$ cat src/rtl/pt_walker.sv
module pt_walker #(
  parameter int PA_W = 40
) (
  input  logic            clk,
  input  logic            rst_n,
  input  logic [63:0]     root_ptr,
  input  logic            nxe_en,
  input  logic            req_valid,
  input  logic [63:0]     req_vaddr,
  input  logic [1:0]      req_acc,
  input  logic            req_user,
  output logic            busy,
  output logic            res_valid,
  output logic [2:0]      res_fault,
  output logic [1:0]      res_level,
  output logic [PA_W-1:0] res_paddr,
  output logic            mem_req_valid,
  output logic            mem_req_we,
  output logic [PA_W-1:0] mem_req_addr,
  output logic [63:0]     mem_req_wdata,
  input  logic            mem_rsp_valid,
  input  logic [63:0]     mem_rsp_rdata
);
  localparam int BW = PA_W - 12;

  typedef enum logic [2:0] {S_IDLE, S_RD, S_RWAIT, S_WR, S_WWAIT, S_FIN} st_t;
  st_t st;

  logic [63:0]   va, ent, wdat;
  logic [1:0]    acc, lvl;
  logic          usr, nx;
  logic [BW-1:0] base;
  logic [8:0]    idx;
  logic [2:0]    chk;
  logic [63:0]   upd;
  logic [63:0]   nsrc;
  logic          advance;

  always_comb begin
    case (lvl)
      2'd3:    idx = va[47:39];
      2'd2:    idx = va[38:30];
      2'd1:    idx = va[29:21];
      default: idx = va[20:12];
    endcase
  end

  wire canon = (&req_vaddr[63:47]) | ~(|req_vaddr[63:47]);
  wire is_wr = (acc == 2'd1);
  wire is_fx = (acc == 2'd2);

  assign busy          = (st != S_IDLE);
  assign res_valid     = (st == S_FIN);
  assign mem_req_valid = (st == S_RD) || (st == S_WR);
  assign mem_req_we    = (st == S_WR);
  assign mem_req_addr  = {base, idx, 3'b000};
  assign mem_req_wdata = wdat;

  always_comb begin
    if (!mem_rsp_rdata[0])                        chk = 3'd2;
    else if (is_wr && !mem_rsp_rdata[1])          chk = 3'd3;
    else if (usr && !mem_rsp_rdata[2])            chk = 3'd4;
    else if (is_fx && nx && mem_rsp_rdata[63])    chk = 3'd5;
    else                                          chk = 3'd0;
  end

  assign upd = mem_rsp_rdata | 64'h20 | ((lvl == 2'd0 && is_wr) ? 64'h40 : 64'h0);

  assign nsrc    = (st == S_WWAIT) ? ent : mem_rsp_rdata;
  assign advance = mem_rsp_valid &&
                   ((st == S_WWAIT) || (st == S_RWAIT && chk == 3'd0 && upd == mem_rsp_rdata));

  always_ff @(posedge clk or negedge rst_n) begin
    if (!rst_n) begin
      st        <= S_IDLE;
      va        <= '0;
      ent       <= '0;
      wdat      <= '0;
      acc       <= '0;
      lvl       <= '0;
      usr       <= 1'b0;
      nx        <= 1'b0;
      base      <= '0;
      res_fault <= '0;
      res_level <= '0;
      res_paddr <= '0;
    end else begin
      case (st)
        S_IDLE: if (req_valid) begin
          va   <= req_vaddr;
          acc  <= req_acc;
          usr  <= req_user;
          nx   <= nxe_en;
          base <= root_ptr[PA_W-1:12];
          lvl  <= 2'd3;
          if (!canon) begin
            res_fault <= 3'd1;
            res_level <= 2'd3;
            res_paddr <= '0;
            st        <= S_FIN;
          end else begin
            st <= S_RD;
          end
        end
        S_RD: st <= S_RWAIT;
        S_RWAIT: if (mem_rsp_valid) begin
          ent <= mem_rsp_rdata;
          if (chk != 3'd0) begin
            res_fault <= chk;
            res_level <= lvl;
            res_paddr <= '0;
            st        <= S_FIN;
          end else if (upd != mem_rsp_rdata) begin
            wdat <= upd;
            st   <= S_WR;
          end
        end
        S_WR: st <= S_WWAIT;
        S_FIN: st <= S_IDLE;
        default: ;
      endcase
      if (advance) begin
        if (lvl == 2'd0) begin
          res_fault <= 3'd0;
          res_level <= 2'd0;
          res_paddr <= {nsrc[PA_W-1:12], va[11:0]};
          st        <= S_FIN;
        end else begin
          base <= nsrc[PA_W-1:12];
          lvl  <= lvl - 2'd1;
          st   <= S_RD;
        end
      end
    end
  end
endmodule

$ cat config.mk
export PLATFORM = sky130hd
export DESIGN_NAME = pt_walker
export DESIGN_NICKNAME = d
export VERILOG_FILES = /design/src/rtl/pt_walker.sv
export SDC_FILE = /design/constraint.sdc
export NUM_CORES = 1
export LEC_CHECK = 0
export ABC_AREA = 1
export BUFFER_PORTS_ARGS = -buffer_cell sky130_fd_sc_hd__buf_2
export CORE_MARGIN = 2
export CORE_UTILIZATION = 39
export CTS_BUF_LIST = sky130_fd_sc_hd__clkbuf_2 sky130_fd_sc_hd__clkbuf_4 sky130_fd_sc_hd__clkbuf_8
export DETAILED_ROUTE_END_ITERATION = 16
export PLACE_DENSITY = 0.69
export SKIP_LAST_GASP = 1
export SLEW_MARGIN = 20
export SYNTH_ARGS = -nofsm -noshare
export SYNTH_HDL_FRONTEND = slang
export SYNTH_SLANG_ARGS = --single-unit
$ cat constraint.sdc
create_clock -name clk -period 1.7 [get_ports clk]
set_clock_uncertainty 0.05 [all_clocks]
set_input_delay 0.085 -clock clk [delete_from_list [all_inputs] [get_ports clk]]
set_output_delay 0.085 -clock clk [all_outputs]
set_load 0.01 [all_outputs]
-- After elaboration in Yosys (flattened, before gate mapping)
Cells that the tools add are included.
- logic and storage cells: 100
- register bits after elaboration: 234
- reduce and logical (&&, ||, !) cells: 24
- eq/ne operators: 15
- bitwise gates (word level): 4
- add/subtract/negate cells: 1
- muxes and demuxes: 44
- operators with widths (kind ; count):
    2-to-1 mux 40 bit ; 7
    2-to-1 mux 28 bit ; 4
    one-hot mux 40 bit (2 select lines) ; 1
    == test 64 bit ; 1
    inequality test 64 bit ; 1
    bitwise OR 64 x 7 -> 64 bit ; 1
    2-to-1 mux 3 bit ; 17
    one-hot mux 9 bit (3 select lines) ; 1
    2-to-1 mux 2 bit ; 10
    AND reduction 17 bit ; 1
    OR reduction 17 bit ; 1
    one-hot mux 3 bit (5 select lines) ; 1
    logical AND 1 bit ; 8
    AND reduction 4 bit ; 2
    2-to-1 mux 7 bit ; 1
    == test 2 bit, second input constant ; 3
    == test 3 x 2 -> 1 bit, second input constant ; 2
    == test 3 bit, second input constant ; 2
    logical NOT 3 bit ; 2
    inequality test 3 bit, second input constant ; 2
    one-hot mux 3 bit (2 select lines) ; 1
    nonzero test 3 bit ; 2
    nonzero test 6 bit ; 1
    == test 2 x 1 -> 1 bit, second input constant ; 2
    10 further kinds ; 14

-- Logic depth before layout (Yosys ltp)
- word-level depth: 14
- mapped depth: 13

-- Least setup slack after synthesis
Ideal clock, no wire load.
- path kind: register -> register
- start point: register st[2]
- end point: register base[10]
- library setup time: 130 ps
- arrival: 1558 ps
- data required time: 1520 ps
- stages on the path, launching flop included: 14
- setup slack: -38 ps
- path through: dfrtp_1 > buf_6 > nor2_4 > nand2_2 > nor2_4 > inv_2 > nor2_1 > nand2_1 > nand2_4 > o21ai_2 > buf_6 > buf_6 > nand2_1 > o21ai_1
- word-level cells in the longest chain between the ends: 6
- ends and longest elaborated chain (item ; RTL line ; RTL):
    start, declared ; 27 ; st_t st;
    start signal, assigned ; 75 ; st <= S_IDLE;
    start signal, assigned ; 100 ; st <= S_FIN;
    start signal, assigned ; 102 ; st <= S_RD;
    == test 3 x 2 -> 1 bit ; 71 ; ((st == S_WWAIT) || (st == S_RWAIT && chk == 3'd0 && upd == mem_rsp_rdata));
    logical AND 1 bit (2 in a row) ; 71 ;
    logical OR 1 bit ; 71 ;
    logical AND 1 bit ; 70 ; assign advance = mem_rsp_valid &&
    2-to-1 mux 28 bit (*) ; 122 ; if (advance) begin
    end signal, assigned ; 94 ; base <= root_ptr[PA_W-1:12];
    end signal, assigned ; 129 ; base <= nsrc[PA_W-1:12];
    end, declared ; 32 ; logic [BW-1:0] base;
Every way passes the cells marked *; elsewhere a longest branch is shown, timed or not.
A chain may end at the register's enable or synchronous reset.

-- Final worst setup path
- start point: register acc[0]
- end point: register base[3]
- word-level cells in the longest chain between the ends: 13
- ends and longest elaborated chain (item ; RTL line ; RTL):
    start, declared ; 30 ; logic [1:0] acc, lvl;
    start signal, assigned ; 91 ; acc <= req_acc;
    == test 2 bit ; 50 ; wire is_fx = (acc == 2'd2);
    logical AND 1 bit (2 in a row) ; 63 ; else if (is_fx && nx && mem_rsp_rdata[63]) chk = 3'd5;
    2-to-1 mux 3 bit ; 63 ;
    2-to-1 mux 3 bit ; 62 ; else if (usr && !mem_rsp_rdata[2]) chk = 3'd4;
    2-to-1 mux 3 bit ; 61 ; else if (is_wr && !mem_rsp_rdata[1]) chk = 3'd3;
    2-to-1 mux 3 bit ; 60 ; if (!mem_rsp_rdata[0]) chk = 3'd2;
    logical NOT 3 bit ; 71 ;
    logical AND 1 bit ; 71 ;
    logical AND 1 bit (*) ; 71 ;
    logical OR 1 bit (*) ; 71 ;
    logical AND 1 bit (*) ; 70 ;
    2-to-1 mux 28 bit (*) ; 122 ;
Marks and branches as above.

==> flow_metrics.env <==
export IMPL_cts_tree="yes"
export IMPL_crit_family="buffers and inverters"
export IMPL_power_frac_clock=0.190
export IMPL_drv_cap=0
export IMPL_ioPinCount=353
export IMPL_wirelength_um=41300
export IMPL_async_flop_share=1.00
export IMPL_fin_crit_ns=2.03
export IMPL_internal_power_mw=16.0
export IMPL_synthCells=1188
export IMPL_clkTransAtPathRegs_ns=0.07
export IMPL_ys_types=32
export IMPL_ys_warnings_count=0
export IMPL_stdcell_count=2143
export IMPL_combPwrFrac=0.465
export IMPL_synthMuxAreaShare=0
export IMPL_start_util=0.398
export IMPL_hold_slack_ns=0.0583
export IMPL_gp_congestion=0.877
export IMPL_switchingPower_mw=10.2
export IMPL_cp_arrival_ns=2.37
export IMPL_crit_buf_inv=5
export IMPL_antenna_found_initial=2
export IMPL_final_cell_mix="428 x nand2_1, 312 x buf_2, 221 x dfrtp_1"
export IMPL_drc=0
export IMPL_wl_per_cell_um=19.3
export IMPL_synth_compound_area_frac=0.101
export IMPL_insertion_delay_ns=0.54
export IMPL_grt_pass1_wl_um=54400
export IMPL_crit_path_start_kind="flip-flop"
export IMPL_grt_usage=0.261
export IMPL_dp_final_hpwl_um=19900
export IMPL_syn2layout_area_growth_pct=74.4
export IMPL_cts_path_max_buffers=3
export IMPL_switching_share=0.390
export IMPL_die_area_um2=26200
export IMPL_drt_pass1_iterations=7
export IMPL_htreeDepth=2
export IMPL_end_kind="flip-flop"
export IMPL_p_leak_nw=8.96
export IMPL_p_seq_frac=0.345
export IMPL_synth_adder_area_share=0
export IMPL_worst_pin_slew_ns=0.552
export IMPL_critPathSlowestCell="dfrtp_1"
export IMPL_grt_pass1_vias=10600
export IMPL_peakVddDrop_mv=0.862
export IMPL_rows=57
export IMPL_grt_max_degree=63
export IMPL_rrSetupSlack_ns=-0.33
export IMPL_detail_route_antenna_nets=0
export IMPL_ys_ff_latch=222
export IMPL_slew_limit_headroom=0.632
export IMPL_slowest_delay_ns=0.43
export IMPL_setup_viol=182
export IMPL_rsz0062_at_grt="true"
export IMPL_final_common_cell="nand2_1"
export IMPL_yosysSeqAreaShare=0.572
export IMPL_cts_inserted_buffers=39
export IMPL_path_class="flip-flop to flip-flop"
export IMPL_cp_required_ns=2.04
export IMPL_fin_crit_sh=1.20
export IMPL_grt_overflow=0
export IMPL_vias=11100
export IMPL_netlist_area_um2=9710
export IMPL_nets=1993
export IMPL_avgViaCountPerCell=5.16
export IMPL_finalHoldViolCount=0
export IMPL_max_freq_mhz=492
export IMPL_cp_max_fo=9
export IMPL_status="finished, violations left"
export IMPL_syn_area_per_cell_um2=8.17
export IMPL_drive_gt1_frac=0.420
export IMPL_powerDensity_nw_per_um2=1550
export IMPL_cts_root_buf="clkbuf_8"
export IMPL_core_um2=24400
export IMPL_synth_xor_area_share=0
export IMPL_ys_flop_type="dfrtp_1"
export IMPL_hold_path_class="input port to flip-flop"
export IMPL_slew_violations=0
export IMPL_dp_cells=1828
export IMPL_violations="setup timing"
export IMPL_worst_slack_ns=-0.333
export IMPL_synth_simple_area_share=0.269
export IMPL_die_w_um=162
export IMPL_fp_dieH_um=162
export IMPL_crit_chain="inv_2 -> nand4_1 -> nand2_2 -> buf_6 -> nor2_4 -> nand2_2 -> nand2_4 -> buf_12 -> o21ai_4 -> buf_12 -> clkbuf_16 -> o21ai_0"
export IMPL_initialDrtViolationCount=859
export IMPL_cts_sinks=222
export IMPL_synth_top_family_by_area="simple AND/OR/NAND/NOR gates"
export IMPL_synth_edf_count=0
export IMPL_dp_slack_ns=-0.135
export IMPL_port_buffers=313
-- logic make-up after synthesis --
group                  Yosys count
AO/OA/AOI/OAI                  190
buffers and inverters          123
flip-flops                     222
other                            1
AND/OR/NAND/NOR                652
-- what timing repair did --
| action | CTS | global route |
|---|---|---|
| setup endpoints to repair | 80 | 201 |
| pin swaps | 23 | 64 |
| hold buffers | 145 | 0 |
| buffers inserted | 40 | 31 |
| resized for setup | 87 | 304 |
| hold endpoints to repair | 395 | 0 |
| gates cloned | 12 | 34 |
-- metrics by stage --
| stage | area, um^2 | setup TNS, ns | power [mW] | utilization |
|---|---|---|---|---|
| finish | 16900 | -34.83 | 26.2 | 0.694 |
| global route | 16900 | -40.99 | 27.7 | 0.694 |
| CTS | 15300 | -11.82 | 23.8 | 0.627 |
| detailed placement | 12200 | -4.13 | 17.2 | 0.498 |
| global placement | 12200 | -2.21 | 17.0 | 0.498 |
| floorplan | 9720 | -0.487 | 13.2 | - |
-- per-layer routing --
metal	GRT usage	vias up	share of wire
li1	-	4983	-
met2	0.452	600	0.49
met3	0.0406	155	0.068
met4	0.101	0	0.047
met5	0	-	0
met1	0.329	5320	0.39
-- cells in the mapped netlist (5+ instances only) --
master	count	area, um^2
nand4_1	7	43.8
nor2_1	30	113
o21ai_1	35	175
buf_6	8	90.1
clkbuf_1	35	131
inv_1	51	191
a221oi_1	5	43.8
nand2_1	553	2080
dfrtp_1	222	5560
o21ai_0	126	631
a21oi_1	18	90.1
nand3_1	20	100
or2_2	5	31.3
buf_2	17	85.1
or2_0	26	163
-- worst paths after layout --
| check | end | depth (start not counted) | startpoint |
|---|---|---|---|
| max | base[3]$_DFF_PN0_ | 12 | acc[0]$_DFFE_PN0P_ |
| min | res_fault[0]$_DFF_PN0_ | 5 | mem_rsp_rdata[0] |
| max reg2reg | base[3]$_DFF_PN0_ | 12 | acc[0]$_DFFE_PN0P_ |
| min reg2reg | va[3]$_DFFE_PN0P_ | 2 | va[3]$_DFFE_PN0P_ |
| max in group asynchronous | mem_req_wdata[34]$_DFFE_PN0P_ | 3 | rst_n |
| min in group asynchronous | mem_req_wdata[19]$_DFFE_PN0P_ | 2 | rst_n |
-- sequential cells by signal (all words and copies together) (netlist names), 3 cells and up --
name,count
res_paddr,40
base,28
mem_req_wdata,64
va,48
res_fault,3
st,3
ent,28
-- tightest hold or removal path, cell delays in order --
cell	delay (ns)
buf_2	0.13
nand3_1	0.13
o21ai_0	0.10
nor2_1	0.09
a21oi_1	0.06
-- power by group through the flow --
stage	logic, mW	clock network [mW]	registers, mW
6_report	12.2	4.98	9.03
5_1_grt	13.1	5.30	9.22
4_1_cts	10.0	5.01	8.72
3_5_place_dp	8.49	0	8.72
3_3_place_gp	8.29	0	8.69
2_1_floorplan	4.09	0	9.11
-- cell type report --
cell class	count	area (um^2)
diodes	3	7.51
multi-input cells	846	4490
repair inverters	1	11.3
repair buffers	628	5450
well taps	324	405
clock buffers	62	759
inverters	55	248
clock inverters	2	10.0
flip-flops and latches	222	5560
fillers	1750	7450
Note: power is estimated with default switching activity, not from simulation.
